==> config.mk <==
export PLATFORM = sky130hd
export DESIGN_NAME = mux_gpio_port
export DESIGN_NICKNAME = d
export VERILOG_FILES = /design/src/rtl/mux_gpio_pkg.sv /design/src/rtl/mux_gpio_regs.sv /design/src/rtl/mux_gpio_od_cell.sv /design/src/rtl/mux_gpio_pp_cell.sv /design/src/rtl/mux_gpio_sync.sv /design/src/rtl/mux_gpio_port.sv
export SDC_FILE = /design/constraint.sdc
export NUM_CORES = 1
export LEC_CHECK = 0
export ABC_AREA = 1
export BUFFER_PORTS_ARGS = -buffer_cell sky130_fd_sc_hd__buf_2
export CAP_MARGIN = 25
export CORE_AREA = 2 2 58 114
export DETAILED_ROUTE_END_ITERATION = 6
export DIE_AREA = 0 0 60 116
export PLACE_DENSITY = 0.61
export SETUP_SLACK_MARGIN = 0.4
export SLEW_MARGIN = 20
export SYNTH_ARGS = -nofsm -noshare
export SYNTH_HDL_FRONTEND = slang
export SYNTH_SLANG_ARGS = --single-unit
==> constraint.sdc <==
create_clock -name clk -period 0.8 [get_ports clk]
set_input_delay 0.12 -clock clk [delete_from_list [all_inputs] [get_ports clk]]
set_output_delay 0.12 -clock clk [all_outputs]
set_load 0.05 [all_outputs]
==> src/rtl/mux_gpio_pkg.sv <==
package mux_gpio_pkg;

  typedef struct packed {
    logic oe;
    logic out;
    logic pu;
  } pad_ctl_t;

  localparam pad_ctl_t OD_IDLE = '{oe: 1'b0, out: 1'b0, pu: 1'b0};
  localparam pad_ctl_t PP_IDLE = '{oe: 1'b0, out: 1'b0, pu: 1'b1};

endpackage

==> src/rtl/mux_gpio_regs.sv <==
module mux_gpio_regs #(
  parameter int unsigned WIDTH = 8
) (
  input  logic             clk,
  input  logic             rst,
  input  logic [WIDTH-1:0] wdata,
  input  logic             wr_oe,
  input  logic             wr_out,
  output logic [WIDTH-1:0] oe_q,
  output logic [WIDTH-1:0] out_q
);

  always_ff @(posedge clk) begin
    if (rst) begin
      oe_q  <= '0;
      out_q <= '0;
    end else begin
      if (wr_oe)  oe_q  <= wdata;
      if (wr_out) out_q <= wdata;
    end
  end

endmodule

==> src/rtl/mux_gpio_od_cell.sv <==
module mux_gpio_od_cell
  import mux_gpio_pkg::*;
(
  input  logic     clk,
  input  logic     rst,
  input  logic     gpio_oe,
  input  logic     gpio_out,
  input  logic     alt_own,
  input  logic     alt_low,
  output pad_ctl_t ctl
);

  pad_ctl_t nxt;

  always_comb begin
    nxt = OD_IDLE;
    if (alt_own) nxt.oe = alt_low;
    else         nxt.oe = gpio_oe & ~gpio_out;
  end

  always_ff @(posedge clk) begin
    if (rst) ctl <= OD_IDLE;
    else     ctl <= nxt;
  end

endmodule

==> src/rtl/mux_gpio_pp_cell.sv <==
module mux_gpio_pp_cell
  import mux_gpio_pkg::*;
(
  input  logic     clk,
  input  logic     rst,
  input  logic     gpio_oe,
  input  logic     gpio_out,
  input  logic     pwm_on,
  input  logic     pwm_lvl,
  input  logic     func_on,
  input  logic     func_lvl,
  output pad_ctl_t ctl
);

  pad_ctl_t nxt;

  always_comb begin
    if (pwm_on) begin
      nxt = '{oe: 1'b1, out: pwm_lvl, pu: 1'b0};
    end else if (func_on) begin
      nxt = '{oe: 1'b1, out: func_lvl, pu: 1'b0};
    end else begin
      nxt = '{oe: gpio_oe, out: gpio_out, pu: ~gpio_oe};
    end
  end

  always_ff @(posedge clk) begin
    if (rst) ctl <= PP_IDLE;
    else     ctl <= nxt;
  end

endmodule

==> src/rtl/mux_gpio_sync.sv <==
module mux_gpio_sync #(
  parameter int unsigned WIDTH  = 8,
  parameter int unsigned STAGES = 2
) (
  input  logic             clk,
  input  logic             rst,
  input  logic [WIDTH-1:0] d,
  output logic [WIDTH-1:0] q
);

  logic [WIDTH-1:0] chain [STAGES];

  for (genvar s = 0; s < STAGES; s++) begin : g_stage
    if (s == 0) begin : g_first
      always_ff @(posedge clk) begin
        if (rst) chain[s] <= '0;
        else     chain[s] <= d;
      end
    end else begin : g_next
      always_ff @(posedge clk) begin
        if (rst) chain[s] <= '0;
        else     chain[s] <= chain[s-1];
      end
    end
  end

  assign q = chain[STAGES-1];

endmodule

==> src/rtl/mux_gpio_port.sv <==
module mux_gpio_port
  import mux_gpio_pkg::*;
#(
  parameter int unsigned NUM_PINS    = 8,
  parameter int unsigned OD_PINS     = 4,
  parameter int unsigned SHARED_PINS = 2,
  parameter int unsigned SYNC_STAGES = 2,
  localparam int unsigned PP_PINS    = NUM_PINS - OD_PINS
) (
  input  logic                   clk,
  input  logic                   rst,
  input  logic [NUM_PINS-1:0]    wdata,
  input  logic                   wr_oe,
  input  logic                   wr_out,
  output logic [NUM_PINS-1:0]    rd_data,
  input  logic                   ser_bus_en,
  input  logic                   uart_rx_en,
  input  logic [SHARED_PINS-1:0] alt_low,
  input  logic [PP_PINS-1:0]     pwm_en,
  input  logic [PP_PINS-1:0]     pwm_val,
  input  logic [PP_PINS-1:0]     func_en,
  input  logic [PP_PINS-1:0]     func_val,
  input  logic [NUM_PINS-1:0]    pad_in,
  output logic [NUM_PINS-1:0]    pad_out,
  output logic [NUM_PINS-1:0]    pad_oe,
  output logic [NUM_PINS-1:0]    pad_pu
);

  logic [NUM_PINS-1:0] oe_q;
  logic [NUM_PINS-1:0] out_q;
  logic                shared_own;
  pad_ctl_t            ctl [NUM_PINS];

  assign shared_own = ser_bus_en | uart_rx_en;

  mux_gpio_regs #(.WIDTH(NUM_PINS)) u_regs (
    .clk    (clk),
    .rst    (rst),
    .wdata  (wdata),
    .wr_oe  (wr_oe),
    .wr_out (wr_out),
    .oe_q   (oe_q),
    .out_q  (out_q)
  );

  for (genvar i = 0; i < NUM_PINS; i++) begin : g_pin
    if (i < OD_PINS) begin : g_od
      logic own_i;
      logic low_i;
      if (i < SHARED_PINS) begin : g_shared
        assign own_i = shared_own;
        assign low_i = alt_low[i];
      end else begin : g_plain
        assign own_i = 1'b0;
        assign low_i = 1'b0;
      end
      mux_gpio_od_cell u_cell (
        .clk      (clk),
        .rst      (rst),
        .gpio_oe  (oe_q[i]),
        .gpio_out (out_q[i]),
        .alt_own  (own_i),
        .alt_low  (low_i),
        .ctl      (ctl[i])
      );
    end else begin : g_pp
      mux_gpio_pp_cell u_cell (
        .clk      (clk),
        .rst      (rst),
        .gpio_oe  (oe_q[i]),
        .gpio_out (out_q[i]),
        .pwm_on   (pwm_en[i-OD_PINS]),
        .pwm_lvl  (pwm_val[i-OD_PINS]),
        .func_on  (func_en[i-OD_PINS]),
        .func_lvl (func_val[i-OD_PINS]),
        .ctl      (ctl[i])
      );
    end
    assign pad_oe[i]  = ctl[i].oe;
    assign pad_out[i] = ctl[i].out;
    assign pad_pu[i]  = ctl[i].pu;
  end

  mux_gpio_sync #(.WIDTH(NUM_PINS), .STAGES(SYNC_STAGES)) u_sync (
    .clk (clk),
    .rst (rst),
    .d   (pad_in),
    .q   (rd_data)
  );

endmodule

# Word level (Yosys, flattened, before mapping)
# Memories as Yosys holds them, arrays and structs flattened.
# Index checks and enable logic that the tools add are counted.
[op_classes] bitwise=15 mux=15
[op_table] operator="two-way mux 3 bit" count=8
[op_table] operator="two-way mux 8 bit" count=2
[op_table] operator="inverter 1 bit" count=8
[op_table] operator="two-way mux 1 bit" count=5
[op_table] operator="AND 1 bit" count=4
[op_table] operator="OR 1 bit" count=3
[totals] n_memories=1 register_bits=32 mem_bits_rw=16
[mem_list] memory="u_sync.chain" depth=2 width=8 read_ports=2 rd_ports_with_merged_regs=0 wr=2 line="mux_gpio_sync.sv:11" rtl="logic [WIDTH-1:0] chain [STAGES];"

# Depth between registers and ports, before layout
# Gate-level depths: netlist (run 1).
[logic_depth] ltp_word=3 ltp_mapped=5

# By module
# A second synthesis (run 1) with hierarchy kept.
[hier_totals] hier_cells=248 area_unflattened_um2=1851.8
[by_module_without_submodules] module="mux_gpio_regs" area_each_um2=656.9 instances=1 cells_per_inst=94 seq_area_each_um2=320.3
[by_module_without_submodules] module="mux_gpio_sync" area_each_um2=474.2 instances=1 cells_per_inst=50 seq_area_each_um2=320.3
[by_module_without_submodules] module="mux_gpio_pp_cell" area_each_um2=110.1 instances=4 cells_per_inst=14 seq_area_each_um2=60.1
[by_module_without_submodules] module="mux_gpio_od_cell" area_each_um2=66.3 instances=4 cells_per_inst=11 seq_area_each_um2=20.0
[by_module_without_submodules] module="mux_gpio_port" area_each_um2=15.0 instances=1 cells_per_inst=4 seq_area_each_um2=0.0

# Least setup slack after synthesis (run 1)
# Ideal clock, no wire load.
[synth_timing] kind="register to output" from="register g_pin[0].g_od.u_cell.ctl[2] (netlist name)" to="output pad_oe[0]" setup_slack_ps=93 stages_incl_launch_ff=1 arrival_time_ps=587 path_buffers=0 t_required_ps=680 path_cell_list="dfxtp_1"
[synth_lines] element="end: declaration" line="mux_gpio_port.sv:25" rtl="output logic [NUM_PINS-1:0] pad_oe,"
# No word-level cell between the ends.

# Final worst setup path (run 1)
[layout_timing] from="register g_pin[2].g_od.u_cell.ctl[2] (netlist name)" to="output pad_oe[2]"
# No word-level cell between the ends.

==> flow_summary.yaml, run 1 <==
worst_setup_path:
  worstSetupStartpointType: "flop"
  end_kind: "output pin"
  critical_path_required_ns: 0.68
  startpoint: "g_pin[2].g_od.u_cell.ctl[2]"
  crit_buf_inv: 1
  slowest_stage: "dfxtp_4"
  worstPathCellList: "buf_8"
  worst-endpoint-arrival_ns: 0.77
  reg2reg_depth: 5
  rrSetupSlack_ns: 0.12
  crit_type: "flop to output pin"
  cp_top_family: "flip-flops"
  max_stage_delay_ns: 0.35
  path_max_fanout: 1
  crit_cells: 1
  r2r_start: "u_regs.out_q[1]"
floorplanning:
  ioPinCount: 72
  core_mm2: 0.006056
  die_area_mm2: 0.006960
  die_w_um: 60
  rows: 40
  fp.dieH_um: 116
  start_util: 0.2740
synthesis:
  synth_edf_count: 0
  synth_most_common_cell: "nor2_1"
  yosys_most_used_dff: "dfxtp_1"
  ys_top_cells_by_count: "nor2_1 (72), dfxtp_1 (48), inv_1 (33), o21ai_0 (17), nand2_1 (15)"
  synth_top_area_cell: "dfxtp_1"
  postSynthCellCount: 209
  ys_seq_area_frac: 0.5792
  ys_async_sr_fraction: 0
  syn_avg_cell_area_um2: 7.938
  netlist_area_mm2: 0.001659
  synth.area.top_cells: "dfxtp_1 (58%), nor2_1 (16%), inv_1 (7.5%)"
  ys_ff_latch: 48
  yosys.cell_types.count: 12
  yosysWarnings: 0
  synth_top_area_frac: 0.5792
drt:
  wl_per_cell_um: 10.03
  drtAntennaViolNets: 0
  drt-initial-drc-count: 43
  vias: 1417
  drc: 0
  routed_wl_um: 3622
  routed_via_density: 3.925
  dr.pass1.iters: 4
finish:
  nNetsFinal: 316
  regArea_mm2: 0.001074
  n_fill_cell: 603
  syn_to_final_growth_pct: 56.71
  n_antenna_cell: 0
  multi_input_area_um2: 559.3
  final_layout_size_suffix_gt1_frac: 0.5523
placement:
  place_congestion: 0.7254
  pre_cts_ws_ns: 0.04933
  portBuffers: 63
  dpl.hpwl_um: 2605
global_route:
  gr-usage-all-layers: 0.1108
  grt_pass1_wl_um: 5920
  antenna_found_initial: 0
  grt_overflow: 0
  grt_pass1_vias: 1451
  grt_max_degree: 25
power_and_ir_drop:
  total_leakage_power_nw: 1.228
  powerDensity_mw_per_mm2: 2184
  peakVddDrop_uv: 1808
sta:
  min_period_ns: 0.8883
  post-route-period-util: 1.110
  worst_slack_ns: -0.08830
  whs_ns: 0.04057
  skew_ns: 0.002680
  rsz0062_at_grt: "true"
  final-setup-viol-count: 24
  max_clock_freq_mhz: 1126
  final_max_slew_viol_count: 0
  finalHoldViolCount: 0
clocking:
  clockBufferDepth: 2
  cts_htree_levels: 2
  tritoncts: "built"
  cts_hold_buf: 0
  root_buffer: "clkbuf_16"
  cts_buffers: 5
  clock-sinks: 48
  clk_latency_ns: 0.28
  cts.reportedPaths.clkPinSlew_ns: 0.06
hold_path:
  min_from: "pad_in[1]"
  holdPathStages: 3
  hold_path.class: "primary input to flop"
run_status:
  violations: "negative setup slack"
  status: "finished with violations"
job:
  max-cap-violations: 0
[worst reg2reg max path: cells and delay by family, from the launching register on]
kind,cells,cell delay (ns)
buffers and inverters,1,0.04
flip-flops,1,0.35
AND/OR/NAND/NOR,4,0.20
[routing by layer]
layer / share of wire / GRT usage
met1: 0.39 / 0.1143
met3: 0.057 / 0.02121
met4: 0.0088 / 0.05481
met2: 0.55 / 0.2029
met5: 0 / 0
[layout by cell type (no fill, tap or decap), drive strengths merged]
| master | instances |
|---|---|
| a21oi | 4 |
| buf | 65 |
| o21ai | 21 |
| clkinvlp | 2 |
| nand2 | 15 |
| conb | 8 |
| inv | 36 |
| clkbuf | 6 |
| dfxtp | 48 |
| nor2 | 72 |
[cell type report]
cell class / instances / area share
timing repair buffer: 65 / 0.2194
tap: 84 / 0.04042
clock inverter: 2 / 0.005775
clock buffer: 6 / 0.05342
sequential: 48 / 0.4129
inverter: 36 / 0.05294
multi-input combinational: 120 / 0.2151
[registers in the layout (all words and copies together), names as in the netlist]
| register | count |
|---|---|
| u_regs.out_q | 8 |
| g_pin.g_pp.u_cell.ctl | 12 |
| u_regs.oe_q | 8 |
| g_pin.g_od.u_cell.ctl | 4 |
| u_sync.chain | 16 |
[per-stage QoR]
stage                     cell area [µm²]  instances  power, mW    util  TNS [ns]
final                                2600        361      5.678  0.4293    -1.957
after global routing                 2600        361      5.941  0.4293    -2.517
after CTS                            2536        361      5.688  0.4188    -2.195
after detailed placement             2127        353      3.413  0.3512         0
after global placement               2127        353      3.404  0.3512         0
after floorplan                      1793        216      3.216       -         0
[repair_timing]
item / CTS / global route
endpoints found under the setup margin: 64 / 64
resized for setup: 91 / 25
buffers inserted: 0 / 0
pin swaps: 6 / 2
[cells by family (layout without fill, tap and decap cells)]
family	Yosys count	after routing	synth area share
AND/OR/NAND/NOR	87	87	0.1968
flip-flops	48	48	0.5792
buffers and inverters	48	109	0.1373
AO/OA/AOI/OAI	25	25	0.08446
other	1	8	0.002260
[where the power goes]
part           switching (mW)  total, mW  internal, mW
Sequential             0.0968       2.62          2.53
Clock                   0.852       2.09          1.24
Combinational           0.591      0.961         0.370
Total                    1.54       5.68          4.14
[final timing paths]
path / endpoint
max: pad_oe[2]
min reg2reg: u_sync.chain[1][4]
max reg2reg: g_pin[1].g_od.u_cell.ctl[2]
min: u_sync.chain[0][1]
Note: power is estimated with default switching activity, not from simulation.
==> inputs of run 2 (changes only) <==
- CORE_AREA: 2 2 58 114 -> 2 2 80 82
- DIE_AREA: 0 0 60 116 -> 0 0 82 84
==> run 2 against run 1 <==
Compared with the run above:
- clock skew rose by 0.0066 ns
- register-to-register slack barely moved
- global-route usage fell by 0.65 points
- the run still ends with negative setup slack left
- total power fell by 11%
- critical path depth did not move
- cell count fell by 2.2%
- cell area fell by 3.0%
- largest cell class unchanged
- sequential share of layout area rose by 1.3 points
- routed wire length fell by 2.4%
- non-clock buffer count fell by 1
==> flow_summary.yaml, run 2 (synthesized netlist as in run 1, its figures left out) <==
run_status:
  status: "finished with violations"
  violations: "negative setup slack"
worst_setup_path:
  end_kind: "output pin"
  worstSetupStartpointType: "flop"
  critical_path_required_ns: 0.68
  crit_type: "flop to output pin"
  reg2reg_depth: 5
  slowest_stage: "dfxtp_4"
  max_stage_delay_ns: 0.36
  path_max_fanout: 1
  crit_cells: 1
  rr_endpoint: "g_pin[1].g_od.u_cell.ctl[2]"
  crit_buf_inv: 1
  crit_end: "rd_data[2]"
  startpoint: "u_sync.chain[1][2]"
  worst-endpoint-arrival_ns: 0.79
  cp_top_family: "flip-flops"
  r2r_start: "u_regs.out_q[1]"
  worstPathCellList: "buf_8"
  rrSetupSlack_ns: 0.11
floorplanning:
  ioPinCount: 72
  start_util: 0.2722
  die_area_mm2: 0.006888
  rows: 29
  fp.dieH_um: 84
  die_w_um: 82
  core_mm2: 0.006096
global_route:
  gr-usage-all-layers: 0.1043
  grtUsageMet2: 0.1752
  top_usage_layer: "met2"
  use_met3: 0.03247
  grt_pass1_vias: 1346
  antenna_found_initial: 0
  grt_pass1_wl_um: 5471
  grt_overflow: 0
  use_met1: 0.1204
  grt_max_degree: 25
finish:
  n_fill_cell: 642
  stdcell_count: 353
  final_common_cell: "nor2_1"
  regArea_mm2: 0.001074
  n_antenna_cell: 0
  top_regs: "u_sync.chain x16, g_pin.g_pp.u_cell.ctl x12"
  syn_to_final_growth_pct: 52.04
  multi_input_area_um2: 550.5
  nNetsFinal: 315
  fin_area_mm2: 0.002522
  largest_reg_flops: 16
  utilization: 0.4138
  regMostFlops: "u_sync.chain"
  final_layout_size_suffix_gt1_frac: 0.5181
  final_cell_mix: "nor2_1 (67), buf_2 (39), inv_1 (25), dfxtp_4 (24), buf_8 (23)"
placement:
  dp_cells: 345
  dpl.hpwl_um: 2584
  dpl_cell_area_mm2: 0.002123
  place_congestion: 0.7486
  portBuffers: 63
clocking:
  cts_htree_levels: 2
  clockBufferDepth: 2
  post_cts_buffers: 0
  root_buffer: "clkbuf_8"
  tritoncts: "built"
  cts.reportedPaths.clkPinSlew_ns: 0.08
  cts_buffers: 5
  clock-sinks: 48
  clk_latency_ns: 0.29
drt:
  routed_via_density: 3.992
  drt-initial-drc-count: 32
  vias: 1409
  drtAntennaViolNets: 0
  routed_wl_um: 3536
  wl_per_cell_um: 10.02
  drc: 0
  dr.pass1.iters: 6
sta:
  worst_slack_ns: -0.1118
  min_period_ns: 0.9118
  final_max_slew_viol_count: 0
  finalHoldViolCount: 0
  skew_ns: 0.009264
  rsz0062_at_grt: "true"
  final-setup-viol-count: 24
  post-route-period-util: 1.140
  whs_ns: 0.02425
  max_clock_freq_mhz: 1097
hold_path:
  hold_path.class: "primary input to flop"
  holdPathStages: 3
  min_from: "pad_in[5]"
power_and_ir_drop:
  total_power_mw: 5.028
  peakVddDrop_uv: 853.9
  powerDensity_mw_per_mm2: 1993
  total_leakage_power_nw: 1.204
job:
  max-cap-violations: 0
==> run 2: cell types whose count changed in the layout (fill, tap and decap cells not counted), moves of 2 or more <==
cell        previous run  this run
nor2_2                 6         4
dfxtp_2               21        18
o21ai_1                4         7
clkbuf_16              5         0
dfxtp_1                4         6
inv_2                 12        10
inv_1                 23        25
clkbuf_8               1         6
o21ai_2               12         9
buf_4                  2         0
clkinvlp_4             2         0
==> run 2: what timing repair did <==
action,in CTS,in global routing
endpoints found under the setup margin,64,64
pin swaps,7,1
hold buffers,0,0
resized for setup,89,20
==> run 2: worst min path at each step <==
stage,end,slack (ns)
2_1_floorplan,u_sync.chain[0][5],0.23
3_3_place_gp,u_sync.chain[0][5],0.33
3_5_place_dp,u_sync.chain[0][5],0.34
4_1_cts,u_sync.chain[0][5],0.02
5_1_grt,u_sync.chain[0][5],0.003
6_report,u_sync.chain[0][5],0.02
==> run 2: through the flow <==
stage | TNS (ns) | setup WS, ns
2_1_floorplan | 0 | 0.1971
3_3_place_gp | 0 | 0.06065
3_5_place_dp | 0 | 0.05681
4_1_cts | -2.871 | -0.1306
5_1_grt | -3.213 | -0.1504
6_report | -2.391 | -0.1118
==> run 2: report_power, final <==
| group | switching, mW | internal [mW] | leakage, nW |
|---|---|---|---|
| combinational | 0.587 | 0.369 | 0.737 |
| clock | 0.753 | 0.705 | 0.0488 |
| sequential | 0.0934 | 2.52 | 0.418 |
==> run 2: cell type report <==
| type | count | share of cell area |
|---|---|---|
| clock buffer | 7 | 0.03423 |
| clock inverter | 1 | 0.002480 |
| inverter | 36 | 0.05456 |
| multi-input combinational | 120 | 0.2183 |
| sequential | 48 | 0.4256 |
| tap | 77 | 0.03819 |
| timing repair buffer | 64 | 0.2267 |
==> run 2: routing by layer <==
layer,vias to the layer above,wire length (µm)
met1,605,1587
met3,8,296
met2,63,1588
li1,733,-
met5,-,0
met4,0,65
